==> src/rtl/mdio_pkg.sv <==
package mdio_pkg;

    localparam int PORT_W    = 16;
    localparam int PAGE_W    = 13;
    localparam int FIELD_W   = 5;
    localparam int WORD_W    = 16;
    localparam int PRE_BITS  = 32;
    localparam int HDR_BITS  = 14;
    localparam int FRAME_W   = 32;
    localparam int SHIFT_W   = PRE_BITS + FRAME_W;
    localparam int IDX_W     = $clog2(SHIFT_W);

    localparam logic [PAGE_W-1:0]  PAGE_RAW   = '1;
    localparam logic [PAGE_W-1:0]  PAGE_LIMIT = 13'd4095;
    localparam logic [PORT_W-1:0]  PORT_LIMIT = 16'd63;
    localparam logic [FIELD_W-1:0] PAGE_SEL_REG = 5'd31;

    localparam logic [1:0] ADDR_ACC  = 2'd0;
    localparam logic [1:0] ADDR_DATA = 2'd1;
    localparam logic [1:0] ADDR_XREG = 2'd2;
    localparam logic [1:0] ADDR_TGT  = 2'd3;

    localparam logic [1:0] ST_C22 = 2'b01;
    localparam logic [1:0] ST_C45 = 2'b00;
    localparam logic [1:0] TA_DRIVE = 2'b10;
    localparam logic [1:0] TA_FLOAT = 2'b11;

    typedef enum logic [2:0] {
        STEP_IDLE,
        STEP_PAGE,
        STEP_ACCESS,
        STEP_XADDR,
        STEP_XDATA
    } step_e;

    typedef struct packed {
        logic [1:0]         st;
        logic [1:0]         op;
        logic [FIELD_W-1:0] phy;
        logic [FIELD_W-1:0] regad;
        logic [1:0]         ta;
        logic [WORD_W-1:0]  data;
    } frame_t;

    typedef struct packed {
        logic [FIELD_W-1:0] pgx;
        logic [PAGE_W-1:0]  page;
        logic [FIELD_W-1:0] regn;
        logic               wr;
        logic               c45;
    } acc_t;

    function automatic frame_t mk_frame(input logic [1:0] st, input logic [1:0] op,
                                        input logic [FIELD_W-1:0] phy,
                                        input logic [FIELD_W-1:0] regad,
                                        input logic is_wr,
                                        input logic [WORD_W-1:0] data);
        frame_t f;
        f.st    = st;
        f.op    = op;
        f.phy   = phy;
        f.regad = regad;
        f.ta    = is_wr ? TA_DRIVE : TA_FLOAT;
        f.data  = is_wr ? data : '1;
        return f;
    endfunction

endpackage

==> src/rtl/mdio_tick_gen.sv <==
module mdio_tick_gen #(
    parameter int DIV_W = 8
) (
    input  logic             clk,
    input  logic             rst,
    input  logic             en,
    input  logic [DIV_W-1:0] div,
    output logic             tick
);

    logic [DIV_W-1:0] cnt;
    logic [DIV_W-1:0] lim_m1;

    assign lim_m1 = (div == '0) ? '0 : div - 1'b1;
    assign tick   = en && (cnt == lim_m1);

    always_ff @(posedge clk) begin
        if (rst || !en) begin
            cnt <= '0;
        end else if (cnt == lim_m1) begin
            cnt <= '0;
        end else begin
            cnt <= cnt + 1'b1;
        end
    end

    AST_TICK_GAP: assert property (@(posedge clk) disable iff (rst)
        (en && tick && $past(en) && $past(tick)) |-> (div <= 1)) else $error("tick gap");

endmodule

==> src/rtl/mdio_frame_engine.sv <==
module mdio_frame_engine
    import mdio_pkg::*;
(
    input  logic              clk,
    input  logic              rst,
    input  logic              tick,
    input  logic              start,
    input  frame_t            frame,
    input  logic              is_read,
    input  logic              mdio_i,
    output logic              active,
    output logic              done,
    output logic [WORD_W-1:0] rd_data,
    output logic              ta_ok,
    output logic              mdc,
    output logic              mdio_o,
    output logic              mdio_oe
);

    localparam logic [IDX_W-1:0] TA_IDX   = IDX_W'(PRE_BITS + HDR_BITS);
    localparam logic [IDX_W-1:0] TA2_IDX  = IDX_W'(PRE_BITS + HDR_BITS + 1);
    localparam logic [IDX_W-1:0] DAT_IDX  = IDX_W'(PRE_BITS + HDR_BITS + 2);
    localparam logic [IDX_W-1:0] LAST_IDX = IDX_W'(SHIFT_W - 1);

    logic [SHIFT_W-1:0] sh;
    logic [IDX_W-1:0]   bitn;
    logic               hi;
    logic               rd_mode;

    always_ff @(posedge clk) begin
        if (rst) begin
            active  <= 1'b0;
            done    <= 1'b0;
            hi      <= 1'b0;
            mdc     <= 1'b0;
            bitn    <= '0;
            sh      <= '0;
            rd_mode <= 1'b0;
            rd_data <= '0;
            ta_ok   <= 1'b0;
        end else begin
            done <= 1'b0;
            if (start && !active) begin
                active  <= 1'b1;
                hi      <= 1'b0;
                mdc     <= 1'b0;
                bitn    <= '0;
                sh      <= {{PRE_BITS{1'b1}}, frame};
                rd_mode <= is_read;
            end else if (active && tick) begin
                if (!hi) begin
                    mdc <= 1'b1;
                    hi  <= 1'b1;
                    if (rd_mode && bitn == TA2_IDX) begin
                        ta_ok <= !mdio_i;
                    end
                    if (rd_mode && bitn >= DAT_IDX) begin
                        rd_data <= {rd_data[WORD_W-2:0], mdio_i};
                    end
                end else begin
                    mdc <= 1'b0;
                    hi  <= 1'b0;
                    if (bitn == LAST_IDX) begin
                        active <= 1'b0;
                        done   <= 1'b1;
                    end else begin
                        bitn <= bitn + 1'b1;
                        sh   <= {sh[SHIFT_W-2:0], 1'b0};
                    end
                end
            end
        end
    end

    assign mdio_o  = active ? sh[SHIFT_W-1] : 1'b1;
    assign mdio_oe = active && !(rd_mode && bitn >= TA_IDX);

    AST_MDIO_HELD: assert property (@(posedge clk) disable iff (rst)
        (mdc && $past(mdc)) |-> $stable(mdio_o)) else $error("mdio moved while mdc high");

    AST_NO_RESTART: assert property (@(posedge clk) disable iff (rst)
        start |-> !active) else $error("start while frame active");

endmodule

==> src/rtl/mdio_host_regs.sv <==
module mdio_host_regs
    import mdio_pkg::*;
(
    input  logic              clk,
    input  logic              rst,
    input  logic              cfg_we,
    input  logic [1:0]        cfg_addr,
    input  logic [31:0]       cfg_wdata,
    output logic [31:0]       cfg_rdata,
    input  logic              eng_done,
    input  logic [WORD_W-1:0] eng_rd_data,
    input  logic              eng_ta_ok,
    output logic              eng_start,
    output frame_t            eng_frame,
    output logic              eng_is_read
);

    acc_t               acc_q;
    logic               busy_q;
    logic               err_q;
    logic [31:0]        data_q;
    logic [FIELD_W-1:0] dev_q;
    logic [WORD_W-1:0]  xaddr_q;
    logic [PORT_W-1:0]  tgt_q;
    logic [FIELD_W-1:0] phy_q;
    step_e              step_q;
    logic               start_q;

    acc_t              acc_new;
    logic              go;
    logic              raw_new;
    logic              bad;
    logic              last_step;
    logic [PORT_W-1:0] port_sel;

    always_comb begin
        acc_new.pgx  = cfg_wdata[27:23];
        acc_new.page = cfg_wdata[22:10];
        acc_new.regn = cfg_wdata[9:5];
        acc_new.wr   = cfg_wdata[3];
        acc_new.c45  = cfg_wdata[2];
        go        = cfg_we && !busy_q && (cfg_addr == ADDR_ACC) && cfg_wdata[0];
        raw_new   = (acc_new.page == PAGE_RAW) && (acc_new.pgx == '1);
        port_sel  = acc_new.wr ? tgt_q : data_q[31:16];
        bad       = (port_sel > PORT_LIMIT) ||
                    (!acc_new.c45 && (acc_new.page > PAGE_LIMIT) && !raw_new);
        last_step = (step_q == STEP_ACCESS) || (step_q == STEP_XDATA);
    end

    always_ff @(posedge clk) begin
        if (rst) begin
            acc_q   <= '0;
            busy_q  <= 1'b0;
            err_q   <= 1'b0;
            data_q  <= '0;
            dev_q   <= '0;
            xaddr_q <= '0;
            tgt_q   <= '0;
            phy_q   <= '0;
            step_q  <= STEP_IDLE;
            start_q <= 1'b0;
        end else begin
            start_q <= 1'b0;
            if (cfg_we && !busy_q) begin
                case (cfg_addr)
                    ADDR_ACC: begin
                        acc_q <= acc_new;
                        if (cfg_wdata[0]) begin
                            if (bad) begin
                                err_q <= 1'b1;
                            end else begin
                                err_q   <= 1'b0;
                                busy_q  <= 1'b1;
                                phy_q   <= port_sel[FIELD_W-1:0];
                                start_q <= 1'b1;
                                if (acc_new.c45)  step_q <= STEP_XADDR;
                                else if (raw_new) step_q <= STEP_ACCESS;
                                else              step_q <= STEP_PAGE;
                            end
                        end
                    end
                    ADDR_DATA: data_q <= cfg_wdata;
                    ADDR_XREG: begin
                        dev_q   <= cfg_wdata[20:16];
                        xaddr_q <= cfg_wdata[15:0];
                    end
                    default:   tgt_q <= cfg_wdata[15:0];
                endcase
            end
            if (busy_q && eng_done) begin
                if (!last_step) begin
                    start_q <= 1'b1;
                    step_q  <= (step_q == STEP_PAGE) ? STEP_ACCESS : STEP_XDATA;
                end else begin
                    busy_q <= 1'b0;
                    step_q <= STEP_IDLE;
                    if (!acc_q.wr) begin
                        data_q[WORD_W-1:0] <= eng_rd_data;
                        err_q <= !eng_ta_ok;
                    end else begin
                        err_q <= 1'b0;
                    end
                end
            end
        end
    end

    always_comb begin
        case (step_q)
            STEP_PAGE:   eng_frame = mk_frame(ST_C22, 2'b01, phy_q, PAGE_SEL_REG, 1'b1,
                                              WORD_W'(acc_q.page));
            STEP_ACCESS: eng_frame = mk_frame(ST_C22, acc_q.wr ? 2'b01 : 2'b10, phy_q,
                                              acc_q.regn, acc_q.wr, data_q[31:16]);
            STEP_XADDR:  eng_frame = mk_frame(ST_C45, 2'b00, phy_q, dev_q, 1'b1, xaddr_q);
            STEP_XDATA:  eng_frame = mk_frame(ST_C45, acc_q.wr ? 2'b01 : 2'b11, phy_q,
                                              dev_q, acc_q.wr, data_q[31:16]);
            default:     eng_frame = '0;
        endcase
        eng_is_read = !acc_q.wr && last_step;
        eng_start   = start_q;
    end

    always_comb begin
        case (cfg_addr)
            ADDR_ACC:  cfg_rdata = {4'b0, acc_q.pgx, acc_q.page, acc_q.regn, 1'b0,
                                    acc_q.wr, acc_q.c45, err_q, busy_q};
            ADDR_DATA: cfg_rdata = data_q;
            ADDR_XREG: cfg_rdata = {11'b0, dev_q, xaddr_q};
            default:   cfg_rdata = {16'b0, tgt_q};
        endcase
    end

    AST_BUSY_HOLD: assert property (@(posedge clk) disable iff (rst)
        (busy_q && !eng_done) |=> busy_q) else $error("busy dropped early");

    AST_LOCKED_DATA: assert property (@(posedge clk) disable iff (rst)
        (busy_q && cfg_we && cfg_addr == ADDR_DATA && !eng_done) |=> $stable(data_q))
        else $error("data written while busy");

    AST_REJECT: assert property (@(posedge clk) disable iff (rst)
        (go && bad) |=> (!busy_q && err_q)) else $error("illegal request accepted");

    AST_READ_ERR: assert property (@(posedge clk) disable iff (rst)
        (busy_q && eng_done && last_step && !acc_q.wr && !eng_ta_ok) |=> err_q)
        else $error("missing read error");

endmodule

==> src/rtl/mdio_mgmt_ctrl.sv <==
module mdio_mgmt_ctrl
    import mdio_pkg::*;
#(
    parameter int DIV_W = 8
) (
    input  logic             clk,
    input  logic             rst,
    input  logic [DIV_W-1:0] mdc_div,
    input  logic             cfg_we,
    input  logic [1:0]       cfg_addr,
    input  logic [31:0]      cfg_wdata,
    output logic [31:0]      cfg_rdata,
    output logic             mdc,
    output logic             mdio_o,
    output logic             mdio_oe,
    input  logic             mdio_i
);

    logic              tick;
    logic              eng_active;
    logic              eng_done;
    logic              eng_start;
    logic              eng_is_read;
    logic              eng_ta_ok;
    logic [WORD_W-1:0] eng_rd_data;
    frame_t            eng_frame;

    mdio_tick_gen #(.DIV_W(DIV_W)) u_tick (
        .clk  (clk),
        .rst  (rst),
        .en   (eng_active),
        .div  (mdc_div),
        .tick (tick)
    );

    mdio_frame_engine u_engine (
        .clk     (clk),
        .rst     (rst),
        .tick    (tick),
        .start   (eng_start),
        .frame   (eng_frame),
        .is_read (eng_is_read),
        .mdio_i  (mdio_i),
        .active  (eng_active),
        .done    (eng_done),
        .rd_data (eng_rd_data),
        .ta_ok   (eng_ta_ok),
        .mdc     (mdc),
        .mdio_o  (mdio_o),
        .mdio_oe (mdio_oe)
    );

    mdio_host_regs u_regs (
        .clk         (clk),
        .rst         (rst),
        .cfg_we      (cfg_we),
        .cfg_addr    (cfg_addr),
        .cfg_wdata   (cfg_wdata),
        .cfg_rdata   (cfg_rdata),
        .eng_done    (eng_done),
        .eng_rd_data (eng_rd_data),
        .eng_ta_ok   (eng_ta_ok),
        .eng_start   (eng_start),
        .eng_frame   (eng_frame),
        .eng_is_read (eng_is_read)
    );

endmodule

==> config.mk <==
export PLATFORM = sky130hd
export DESIGN_NAME = mdio_mgmt_ctrl
export DESIGN_NICKNAME = d
export VERILOG_FILES = /design/src/rtl/mdio_pkg.sv /design/src/rtl/mdio_tick_gen.sv /design/src/rtl/mdio_frame_engine.sv /design/src/rtl/mdio_host_regs.sv /design/src/rtl/mdio_mgmt_ctrl.sv
export SDC_FILE = /design/constraint.sdc
export NUM_CORES = 1
export LEC_CHECK = 0
export BUFFER_PORTS_ARGS = -buffer_cell sky130_fd_sc_hd__buf_2
export CAP_MARGIN = 20
export CORE_AREA = 2 2 157 129
export DETAILED_ROUTE_END_ITERATION = 12
export DIE_AREA = 0 0 159 131
export PLACE_DENSITY = 0.8
export SKIP_CTS_REPAIR_TIMING = 1
export SYNTH_ARGS = -nofsm -noshare
export SYNTH_HDL_FRONTEND = slang
export SYNTH_SLANG_ARGS = --single-unit
==> constraint.sdc <==
create_clock -name clk -period 6.5 [get_ports clk]
set_input_delay 0.65 -clock clk [delete_from_list [all_inputs] [get_ports clk]]
set_output_delay 0.65 -clock clk [all_outputs]
set_load 0.02 [all_outputs]
### Yosys cells after proc, flatten, opt, wreduce, memory -nomap -nowiden

Index checks and enable logic that the tools add are counted.

| word-level totals | value |
|---|---|
| bits in registers | 204 |
| output and inout port bits | 35 |

| cells by class | value |
|---|---|
| add/sub/neg operators | 3 |
| order comparisons | 4 |
| equality and inequality tests | 13 |
| muxes and demuxes | 52 |
| bitwise logic cells | 6 |
| reduce and logical (&&, ||, !) cells | 47 |

Operators with widths:

| operator | count |
|---|---|
| 64-bit 2-to-1 mux | 4 |
| 31-bit case mux with 4 select lines | 1 |
| 16-bit 2-to-1 mux | 7 |
| 32-bit case mux with 3 select lines | 1 |
| 1-bit 2-to-1 mux | 27 |
| 3-bit 2-to-1 mux | 8 |
| 16-bit by 6-bit greater-than comparator with 1-bit output, second input constant | 1 |
| 4-bit AND reduction | 4 |
| 13-bit == test, second input constant | 1 |
| 13-bit by 12-bit greater-than comparator with 1-bit output, second input constant | 1 |
| 1-bit logical AND | 13 |
| 6-bit == test, second input constant | 2 |
| 6-bit greater-or-equal comparator, second input constant | 2 |
| 2-bit nonzero test | 6 |
| 3-bit AND reduction | 3 |
| 8-bit by 1-bit adder with 8-bit output, second input constant | 1 |
| 8-bit == test | 1 |
| 1-bit zero test | 8 |
| 8-bit zero test | 1 |
| 8-bit 2-to-1 mux | 1 |
| 2-bit AND reduction | 4 |
| 8-bit by 1-bit subtractor with 8-bit output, second input constant | 1 |
| 6-bit by 1-bit adder with 6-bit output, second input constant | 1 |
| 3-bit by 2-bit == test with 1-bit output, second input constant | 2 |
| 14 further kinds | 24 |

### Depth between registers and ports, before layout

Gate-level depths: netlist of the first run.

| depth | value |
|---|---|
| word-level depth | 11 |
| depth in mapped cells | 13 |
| mapped depth without buffers | 9 |

### Modules after synthesis

From an unflattened synthesis of the first run, not the netlist that was laid out.

| unflattened totals | value |
|---|---|
| cells, all modules | 1199 |
| area, all modules | 9750.6 um^2 |

Modules (own cells, without submodules):

| module | times used | cells each | area an instance (um^2) |
|---|---|---|---|
| mdio_host_regs | 1 | 659 | 5265.0 |
| mdio_frame_engine | 1 | 432 | 3629.7 |
| mdio_tick_gen | 1 | 108 | 855.8 |

### Worst setup path after synthesis of the first run

OpenSTA, ideal clock, no wires.

| timing path | value |
|---|---|
| kind | input-to-reg |
| start point | in mdc_div[0] |
| end point | reg u_engine.rd_data[10] |
| arrival time | 2905 ps |
| setup slack | 3523 ps |
| stages on the path | 10 |
| buffers on the path | 1 |
| cell sequence | inv_1 -> ha_1 -> or3b_1 -> and2_1 -> or3_1 -> a22oi_4 -> nand4bb_4 -> nor4_4 -> buf_6 -> mux2i_1 |

| on the way | value |
|---|---|
| longest elaborated chain between the ends | 6 |
| elaborated cells between the ends (all ways) | 7 |
| classes of those cells | add/sub (1); eq/ne (1); mux (1); reduce/logical (4) |

Ends and longest elaborated chain:

| what | RTL line | RTL |
|---|---|---|
| from (decl) | mdio_mgmt_ctrl.sv:8 | `input logic [DIV_W-1:0] mdc_div,` |
| 8-bit by 1-bit subtractor with 8-bit output / 8-bit zero test (equally long branches) | mdio_tick_gen.sv:14 | `assign lim_m1 = (div == '0) ? '0 : div - 1'b1;` |
| 8-bit 2-to-1 mux * | mdio_tick_gen.sv:14 |  |
| 8-bit == test * | mdio_tick_gen.sv:15 | `assign tick = en && (cnt == lim_m1);` |
| 1-bit logical AND * | mdio_tick_gen.sv:15 |  |
| 1-bit logical AND * | mdio_frame_engine.sv:50 | `end else if (active && tick) begin` |
| 4-bit AND reduction (no line) * | - |  |
| to (signal assigned) | mdio_frame_engine.sv:58 | `rd_data <= {rd_data[WORD_W-2:0], mdio_i};` |
| to (decl) | mdio_frame_engine.sv:13 | `output logic [WORD_W-1:0] rd_data,` |

Every way passes the cells marked *; elsewhere a longest branch is shown, timed or not.
A chain may end at the register's enable or synchronous reset.

### Final worst setup path of the first run

| timing path | value |
|---|---|
| start point | in mdc_div[0] |
| end point | reg u_engine.sh[23] |

| on the way | value |
|---|---|
| longest elaborated chain between the ends | 7 |
| elaborated cells between the ends (all ways) | 8 |
| classes of those cells | add/sub (1); eq/ne (1); mux (1); reduce/logical (5) |

Ends and longest elaborated chain:

| what | RTL line | RTL |
|---|---|---|
| 8-bit by 1-bit subtractor with 8-bit output / 8-bit zero test (equally long branches) | mdio_tick_gen.sv:14 |  |
| 8-bit 2-to-1 mux * | mdio_tick_gen.sv:14 |  |
| 8-bit == test * | mdio_tick_gen.sv:15 |  |
| 1-bit logical AND * | mdio_tick_gen.sv:15 |  |
| 1-bit logical AND * | mdio_frame_engine.sv:50 |  |
| 2-bit nonzero test (no line) * | - |  |
| 3-bit AND reduction (no line) * | - |  |
| to (signal assigned) | mdio_frame_engine.sv:48 | `sh <= {{PRE_BITS{1'b1}}, frame};` |
| to (signal assigned) | mdio_frame_engine.sv:68 | `sh <= {sh[SHIFT_W-2:0], 1'b0};` |
| to (decl) | mdio_frame_engine.sv:25 | `logic [SHIFT_W-1:0] sh;` |

Marks and branches as above.

==> reports/results.ini, run 1 <==
[sta]
tns_ns = 0
rsz0062_at_grt = false
fin_crit_sh_pct = 56.6
slew_violations = 0
clock.fmax_ghz = 0.272
finClkSkew_ns = 0.0185
worstMarginPinSlew_ns = 1.01
hold_viol = 0
finalCriticalPeriod_ns = 3.68
finalSetupViolCount = 0
max-slew-margin-rel_pct = 32.8

[finish]
layout-drive-gt1-share_pct = 13.1
multi_input_area_mm2 = 0.00516
area_growth_pct = 12.0
fin_area_mm2 = 0.0108
diodes = 0
instances_no_fill = 1474
regArea_mm2 = 0.00408
finish.net_count = 1248
final_common_cell = nand2_1
fin_util_pct = 55.9
final_cell_mix = 228 x nand2_1, 204 x dfxtp_1, 117 x a21oi_1, 89 x nor2_1, 79 x buf_2
nFillCells = 1753

[yosys]
synth_area_mm2 = 0.00966
synth_edf_count = 0
ys_seq_elements = 204
yosys_most_used_dff = dfxtp_1
synth-warning-count = 0
synth-seq-area-share_pct = 42.3
syn-num-nets = 1233
synthDistinctLibCells = 59
avgSynthCellArea_um2 = 8.17
synth_cells = 1183
synth-async-reset-ratio_pct = 0

[worst_hold_path]
hold_path_class = input port to flip-flop

[floorplanning]
rows = 46
coreArea_mm2 = 0.0193
fp.dieH_um = 131
fp.dieArea_mm2 = 0.0208
io_pins = 81
start_util_pct = 50.0
die_w_um = 159

[worst_setup_path]
cp_slowest_cell = nand4bb_2
cp_cell_sequence = buf_2 -> inv_1 -> ha_1 -> or3b_1 -> and2_1 -> or3_1 -> a22oi_4 -> nand4bb_2 -> buf_4 -> a211oi_1 -> nor4_1
cp_num_buf_inv = 3
max_stage_delay_ns = 0.72
arrival_ns = 4.03
worstPathRequired_ns = 6.85
critical_path.top_delay_family = simple AND/OR/NAND/NOR gates
crit_type = input port to flip-flop
end_kind = flip-flop
cp_max_fo = 35
startpoint_type = input port

[global_route]
antenna_found_initial = 0
grt_pass1_wl_mm = 41.7
overflow = 0
groute.usage.overall_pct = 24.4
grt_max_degree = 107
grt_pass1_vias = 7955

[clock_network]
numCtsBuffers = 21
cts_max_level = 1
clk_latency_ns = 0.51
cts_max_path_buffers = 3
cts_tree = done
root_buffer = clkbuf_16
clk_transition_reported_paths_ns = 0.06
cts.sinks = 204

[power]
power_mw = 2.69
p_per_area_mw_per_mm2 = 249
p_leak_nw = 3.89
vdd_drop_max_mv = 0.186

[detailed_routing]
drtIter0Drc = 819
wl_mm = 26.1
viasPerCell = 5.98
vias = 8812
ant_nets = 0
drc = 0
first_pass_iters = 6
wl_per_cell_um = 17.7

[flow_run]
drv_cap = 0

[placement]
place.gp.congestion = 0.909
buffer_ports.inserted = 80
placed_cells = 1437
postPlaceCellArea_mm2 = 0.0101
place_hpwl_mm = 17.0

[status]
status = finished, final reports clean

==> registers in the layout, indices dropped and copies added, names as in the netlist, 6 cells and up <==
register and cells:
u_engine.bitn 6, u_engine.rd_data 16, u_engine.sh 64, u_regs.acc_q 25
u_regs.data_q 32, u_regs.tgt_q 16, u_regs.xaddr_q 16, u_tick.cnt 8
==> logic make-up (layout without fill, tap and decap cells) <==
family / after synthesis / count (layout) / share of synthesized area, %
flip-flops: 204 / 204 / 42.3
XOR/XNOR: 12 / 12 / 1.09
multiplexers: 66 / 66 / 8.81
buffers and inverters: 109 / 136 / 4.51
AO/OA/AOI/OAI: 255 / 255 / 16.9
AND/OR/NAND/NOR: 533 / 533 / 25.9
adder cells (fa/ha/maj): 4 / 4 / 0.518
==> layer usage <==
layer	share of wire, %	global-route usage [%]	wire [um]	vias up
li1	-	-	-	4222
met1	45	34.2	11700	4185
met2	44	39.1	11600	345
met3	8.8	4.92	2300	60
met4	2.0	5.67	524	0
met5	0	0	0	-
==> path summary, 6_finish.rpt <==
check	start	endpoint	slack (ns)	cells past startpoint
setup / recovery	mdc_div[0]	u_engine.sh[23]	2.82	11
hold reg to reg	u_regs.acc_q[21]	u_regs.acc_q[21]	0.45	2
setup reg to reg	u_tick.cnt[3]	u_engine.sh[23]	3.35	8
hold / removal	cfg_wdata[29]	u_regs.data_q[29]	0.39	3
==> area by class of cell <==
cell class / instances / area share (%)
Clock buffer: 29 / 5.41
Clock inverter: 6 / 0.798
Inverter: 6 / 0.208
Multi-Input combinational cell: 870 / 47.7
Sequential cell: 204 / 37.8
Tap cell: 264 / 3.05
Timing Repair Buffer: 95 / 5.05
==> cells in the mapped netlist (all sizes together), types with 4 or more instances <==
cell | instances | area share [%]
nor2b | 29 | 1.9
or3 | 12 | 0.78
dfxtp | 204 | 42
nor4 | 27 | 1.9
mux2i | 49 | 5.1
o21ai | 17 | 0.88
o22ai | 14 | 0.91
and2 | 10 | 0.65
a2111oi | 7 | 0.63
xnor2 | 6 | 0.54
ha | 4 | 0.52
and3 | 9 | 0.61
nand2b | 21 | 1.4
clkbuf | 83 | 3.2
a311oi | 17 | 1.5
nand3 | 9 | 0.47
mux4 | 15 | 3.5
buf | 20 | 1.0
nand2 | 228 | 8.9
nand4 | 5 | 0.32
a211oi | 61 | 4.7
nor3 | 76 | 3.9
inv | 6 | 0.23
nor2 | 90 | 3.5
a21oi | 117 | 6.1
xor2 | 6 | 0.54
==> report_power, final <==
part / internal [mW] / switching [mW] / total [mW]
combinational: 0.0714 / 0.124 / 0.195
clock: 0.707 / 0.487 / 1.19
sequential: 1.28 / 0.0264 / 1.30
==> worst reg2reg max path, stage by stage, from the launching register on <==
cell and delay (ns):
dfxtp_1 0.51, xnor2_1 0.17, xor2_1 0.18, nor3_1 0.23
o32ai_2 0.15, nand4bb_2 0.86, buf_4 0.55, a211oi_1 0.28
nor4_1 0.08
==> through the flow <==
step / hold WS (ns) / worst slack [ns]
final: 0.387 / 2.82
after CTS: 0.379 / 2.86
after detailed placement: 0.447 / 2.35
after global placement: 0.441 / 2.48
after floorplan: 0.432 / 3.52
after global routing: 0.389 / 2.52
No activity file was read; power rests on OpenSTA's default activity.
==> inputs of run 2 (changes only) <==
Clock period 6.5 ns to 3.5 ns, I/O delays scaled along.
==> run 2 against run 1 <==
  * Wire length is 0.84% lower
  * Non-clock buffer count is 7 higher
  * Clock-buffer cell count is 3 lower
  * Hold slack worse by 0.30 ns
  * Sequential power is 86% higher
  * Cell area is 2.6% higher
  * Sequential share of layout area is 0.96 points lower
  * Combinational power is 89% higher
  * First-iteration DRC count is 10% lower
  * Via count is 0.87% higher
  * Critical path depth stayed put
  * Register-to-register slack worse by 2.4 ns
  * Critical endpoint is now u_engine.sh[21]
==> reports/results.ini, run 2 (synthesis gave the netlist of run 1 again) <==
[power]
p_switching_mw = 1.24
p_seq_share_pct = 44.3
p_comb_share_pct = 6.7
vdd_drop_max_mv = 0.414
clockPowerShare_pct = 48.9
power_switching_share_pct = 22.8
intPower_mw = 4.21
p_per_area_mw_per_mm2 = 491
p_leak_nw = 4.03
power_mw = 5.45

[sta]
hold_viol = 0
fin_crit_sh_pct = 76.7
clock.fmax_ghz = 0.373
rsz0062_at_grt = false
finClkSkew_ns = 0.00862
tns_ns = 0
max-slew-margin-rel_pct = 41.0
finalSetupViolCount = 0
hold_ws_ns = 0.0833
worstMarginPinSlew_ns = 0.884
finalCriticalPeriod_ns = 2.68
slew_violations = 0

[detailed_routing]
viasPerCell = 5.98
vias = 8889
drc = 0
wl_per_cell_um = 17.4
first_pass_iters = 8
wl_mm = 25.9
drtIter0Drc = 734
ant_nets = 0

[floorplanning]
fp.dieH_um = 131
fp.dieArea_mm2 = 0.0208
die_w_um = 159
start_util_pct = 50.0
rows = 46
coreArea_mm2 = 0.0193
io_pins = 81

[worst_setup_path]
startpoint_type = input port
crit_cells = 11
worstReg2RegEnd = u_engine.sh[29]
reg2reg_depth = 8
cp_cell_sequence = buf_2 -> inv_1 -> ha_1 -> or3b_1 -> and2_1 -> or3_1 -> a22oi_4 -> and4bb_2 -> buf_12 -> nor3_1 -> a2111oi_0
end_kind = flip-flop
r2r_setup_slack_ns = 0.95
worstPathRequired_ns = 3.88
cp_slowest_cell = and4bb_2
cp_max_fo = 33
crit_type = input port to flip-flop
worst_r2r_startpoint = u_tick.cnt[7]
arrival_ns = 3.06
critical_path.top_delay_family = simple AND/OR/NAND/NOR gates
cp_num_buf_inv = 3
max_stage_delay_ns = 0.41

[clock_network]
numCtsBuffers = 22
clk_transition_reported_paths_ns = 0.06
cts_max_path_buffers = 3
cts.sinks = 204
clk_latency_ns = 0.50
cts_tree = done
cts_max_level = 1
root_buffer = clkbuf_16

[worst_hold_path]
hold_depth = 3
min_from = cfg_wdata[28]
hold-path-endpoint = u_regs.data_q[28]
hold_path_class = input port to flip-flop

[finish]
finish.net_count = 1256
diodes = 0
multi_input_area_mm2 = 0.00516
final_cell_mix = 228 x nand2_1, 204 x dfxtp_1, 117 x a21oi_1, 89 x nor2_1, 79 x buf_2
nFillCells = 1716
final_common_cell = nand2_1
layout-drive-gt1-share_pct = 14.3
largest_reg_flops = 64
area_growth_pct = 14.9
regArea_mm2 = 0.00408
top_register = u_engine.sh
largestRegisters = u_engine.sh x64, u_regs.data_q x32, u_regs.acc_q x25

[placement]
place_hpwl_mm = 17.4
place.gp.congestion = 0.916
buffer_ports.inserted = 80

[global_route]
groute.usage.overall_pct = 24.3
grt_max_degree = 84
grt_pass1_wl_mm = 41.5
overflow = 0
antenna_found_initial = 0
grt_pass1_vias = 7918

[status]
status = finished, final reports clean

[flow_run]
drv_cap = 0

run 2: changes by cell type in the layout (fill, tap and decap cells not counted):
| cell | before | now |
|---|---|---|
| buf_8 | 1 | 0 |
| bufinv_16 | 2 | 6 |
| clkbuf_16 | 21 | 23 |
| buf_4 | 13 | 16 |
| clkinvlp_4 | 1 | 2 |
| buf_12 | 0 | 5 |
| clkinv_2 | 2 | 5 |
| clkbuf_1 | 5 | 0 |
run 2: layout make-up:
type                       count  area share, %
timing repair buffer         102           5.90
tap                          264           2.98
sequential                   204           36.8
clock buffer                  26           5.56
clock inverter                14           2.06
multi-input combinational    870           46.5
inverter                       6          0.203
run 2: worst min-delay path: stages:
cell and delay, ns:
buf_2 0.10, nand2_1 0.04, a21oi_1 0.05
run 2: layer usage:
| layer | routed length, um | GRT usage [%] | part of all wire, % |
|---|---|---|---|
| met4 | 460 | 6.15 | 1.8 |
| met1 | 11300 | 34.1 | 44 |
| met3 | 2640 | 6.50 | 10 |
| met5 | 0 | 0 | 0 |
| met2 | 11400 | 37.4 | 44 |
run 2: through the flow:
| stage | util, % | worst slack, ns | area, um^2 | instances |
|---|---|---|---|---|
| 2_1_floorplan | - | 0.823 | 9660 | 1183 |
| 3_3_place_gp | 52.9 | 0.431 | 10200 | 1445 |
| 3_5_place_dp | 52.9 | 0.280 | 10200 | 1445 |
| 4_1_cts | 57.3 | 0.847 | 11100 | 1485 |
| 5_1_grt | 57.4 | 0.432 | 11100 | 1486 |
| 6_report | 57.4 | 0.815 | 11100 | 1486 |
run 2: power groups by stage:
stage | clock network (mW) | logic [mW] | registers, mW
detailed placement | 0 | 0.362 | 2.47
floorplan | 0 | 0.245 | 2.44
finish | 2.67 | 0.368 | 2.42
global route | 2.78 | 0.400 | 2.42
global placement | 0 | 0.356 | 2.46
CTS | 2.69 | 0.363 | 2.41
run 2: how the worst max path moves through the flow:
| stage | startpoint | end |
|---|---|---|
| after detailed placement | mdc_div[0] | u_engine.sh[21] |
| after global routing | mdc_div[0] | u_engine.sh[21] |
| after global placement | mdc_div[0] | u_engine.sh[29] |
| final | mdc_div[0] | u_engine.sh[21] |
| after CTS | mdc_div[0] | u_engine.sh[21] |
| after floorplan | mdc_div[0] | u_engine.rd_data[10] |
==> inputs of run 3 (changes only) <==
Settings changed: PLACE_DENSITY 0.8 to 0.83.
Clock period 3.5 ns to 2.3 ns, I/O delays scaled along.
==> run 3 against run 2 <==
  * The flow now finishes with violations (hold timing, setup timing)
  * Combinational power increased by 72%
  * Final cell count increased by 3.8%
  * Clock power increased by 30%
  * Sequential share of layout area decreased by 1.6 points
  * Global-route usage increased by 0.79 points
  * Sequential power increased by 52%
  * Clock-buffer cell count increased by 10
  * Register-to-register slack got worse by 0.93 ns
  * Hold slack got worse by 0.10 ns
  * Critical path type unchanged
  * Largest cell class unchanged
==> reports/results.ini, run 3 (synthesis gave the netlist of run 1 again) <==
[detailed_routing]
first_pass_iters = 7
ant_nets = 0
wl_mm = 27.1
viasPerCell = 5.95
drc = 0
vias = 9177
wl_per_cell_um = 17.6
drtIter0Drc = 1079

[power]
power_mw = 7.77
power_switching_share_pct = 23.7
p_switching_mw = 1.84
p_seq_share_pct = 47.3
vdd_drop_max_mv = 0.495
intPower_mw = 5.93
p_comb_share_pct = 8.2
p_per_area_mw_per_mm2 = 669
clockPowerShare_pct = 44.6
p_leak_nw = 4.30

[finish]
final_common_cell = nand2_1
largestRegisters = u_engine.sh x64, u_regs.data_q x32, u_regs.acc_q x25
area_growth_pct = 20.3
final_cell_mix = 228 x nand2_1, 200 x dfxtp_1, 117 x a21oi_1, 88 x nor2_1, 79 x buf_2
largest_reg_flops = 64
layout-drive-gt1-share_pct = 18.5
nFillCells = 1638
top_register = u_engine.sh
finish.net_count = 1314
diodes = 0

[clock_network]
root_buffer = clkbuf_16
cts.sinks = 204
clk_transition_reported_paths_ns = 0.06
cts_tree = done
cts_max_path_buffers = 3
clk_latency_ns = 0.51
numCtsBuffers = 22
cts_max_level = 1

[worst_setup_path]
worstReg2RegEnd = u_engine.sh[21]
r2r_setup_slack_ns = 0.02
arrival_ns = 2.70
reg2reg_depth = 7
startpoint_type = input port
end_kind = flip-flop
worstPathRequired_ns = 2.66
startpoint = mdc_div[1]
crit_type = input port to flip-flop
worst_r2r_startpoint = u_tick.cnt[7]
crit_end = u_engine.sh[21]
cp_max_fo = 17

[global_route]
groute.usage.overall_pct = 25.1
grt_max_degree = 89
grt_pass1_wl_mm = 42.9
grt_pass1_vias = 8232
overflow = 0
antenna_found_initial = 0

[worst_hold_path]
hold_path_class = input port to flip-flop

[sta]
fin_crit_sh_pct = 102
rsz0062_at_grt = true
worstMarginPinSlew_ns = 0.705
hold_ws_ns = -0.0163
slew_violations = 0
layout_setup_ws_ns = -0.0445
finClkSkew_ns = 0.0103
finalSetupViolCount = 1
max-slew-margin-rel_pct = 53.0
tns_ns = -0.0445
hold_viol = 2
finalCriticalPeriod_ns = 2.34
clock.fmax_ghz = 0.427

[placement]
place_hpwl_mm = 17.9
preCtsSetupSlack_ns = -0.474
place.gp.congestion = 0.892
buffer_ports.inserted = 80

[floorplanning]
coreArea_mm2 = 0.0193
fp.dieH_um = 131
io_pins = 81
fp.dieArea_mm2 = 0.0208
start_util_pct = 50.0
rows = 46
die_w_um = 159

[flow_run]
drv_cap = 0

[status]
status = finished, violations left
violations = hold timing, setup timing

-- run 3: worst min-delay path by stage --
stage,start,endpoint,cells after the start
after CTS,mdio_i,u_engine.ta_ok,2
after global placement,u_regs.acc_q[21],u_regs.acc_q[21],2
after global routing,cfg_wdata[30],u_regs.data_q[30],3
final,cfg_wdata[30],u_regs.data_q[30],3
after detailed placement,u_regs.acc_q[21],u_regs.acc_q[21],2
after floorplan,mdio_i,u_engine.ta_ok,1
-- run 3: per-stage QoR --
step	std cells	utilization [%]	area, um^2
2_1_floorplan	1183	-	9700
3_3_place_gp	1488	54.9	10600
3_5_place_dp	1488	54.9	10600
4_1_cts	1526	58.5	11300
5_1_grt	1542	60.1	11600
6_report	1542	60.1	11600
-- run 3: worst max-delay path, cell delays in order --
cell	delay, ns
buf_2	0.11
inv_1	0.08
ha_4	0.17
or3b_1	0.36
and2_1	0.18
or3_4	0.33
a22oi_4	0.23
and4bb_4	0.36
buf_12	0.16
nor3_1	0.05
a2111oi_0	0.44
-- run 3: cell type report --
| cell class | count | area, um^2 | area share [%] |
|---|---|---|---|
| clock buffers | 36 | 664 | 5.72 |
| clock inverters | 2 | 35.0 | 0.301 |
| inverters | 6 | 22.5 | 0.194 |
| multi-input cells | 870 | 5290 | 45.5 |
| flip-flops and latches | 204 | 4090 | 35.2 |
| well taps | 264 | 330 | 2.84 |
| repair buffers | 160 | 1190 | 10.3 |
-- run 3: power by group through the flow --
stage | Sequential, mW | Clock [mW] | Combinational (mW)
floorplan | 3.72 | 0 | 0.378
global placement | 3.75 | 0 | 0.582
detailed placement | 3.75 | 0 | 0.592
CTS | 3.67 | 3.49 | 0.599
global route | 3.68 | 3.65 | 0.683
finish | 3.68 | 3.46 | 0.634
-- run 3: routing by layer --
metal  GRT usage, %  up-vias  part of all wire, %
li1               -     4371                    -
met2           39.2      408                   44
met1           34.9     4326                   43
met4           8.88        0                  3.2
met5              0        -                    0
met3           4.99       72                  9.2
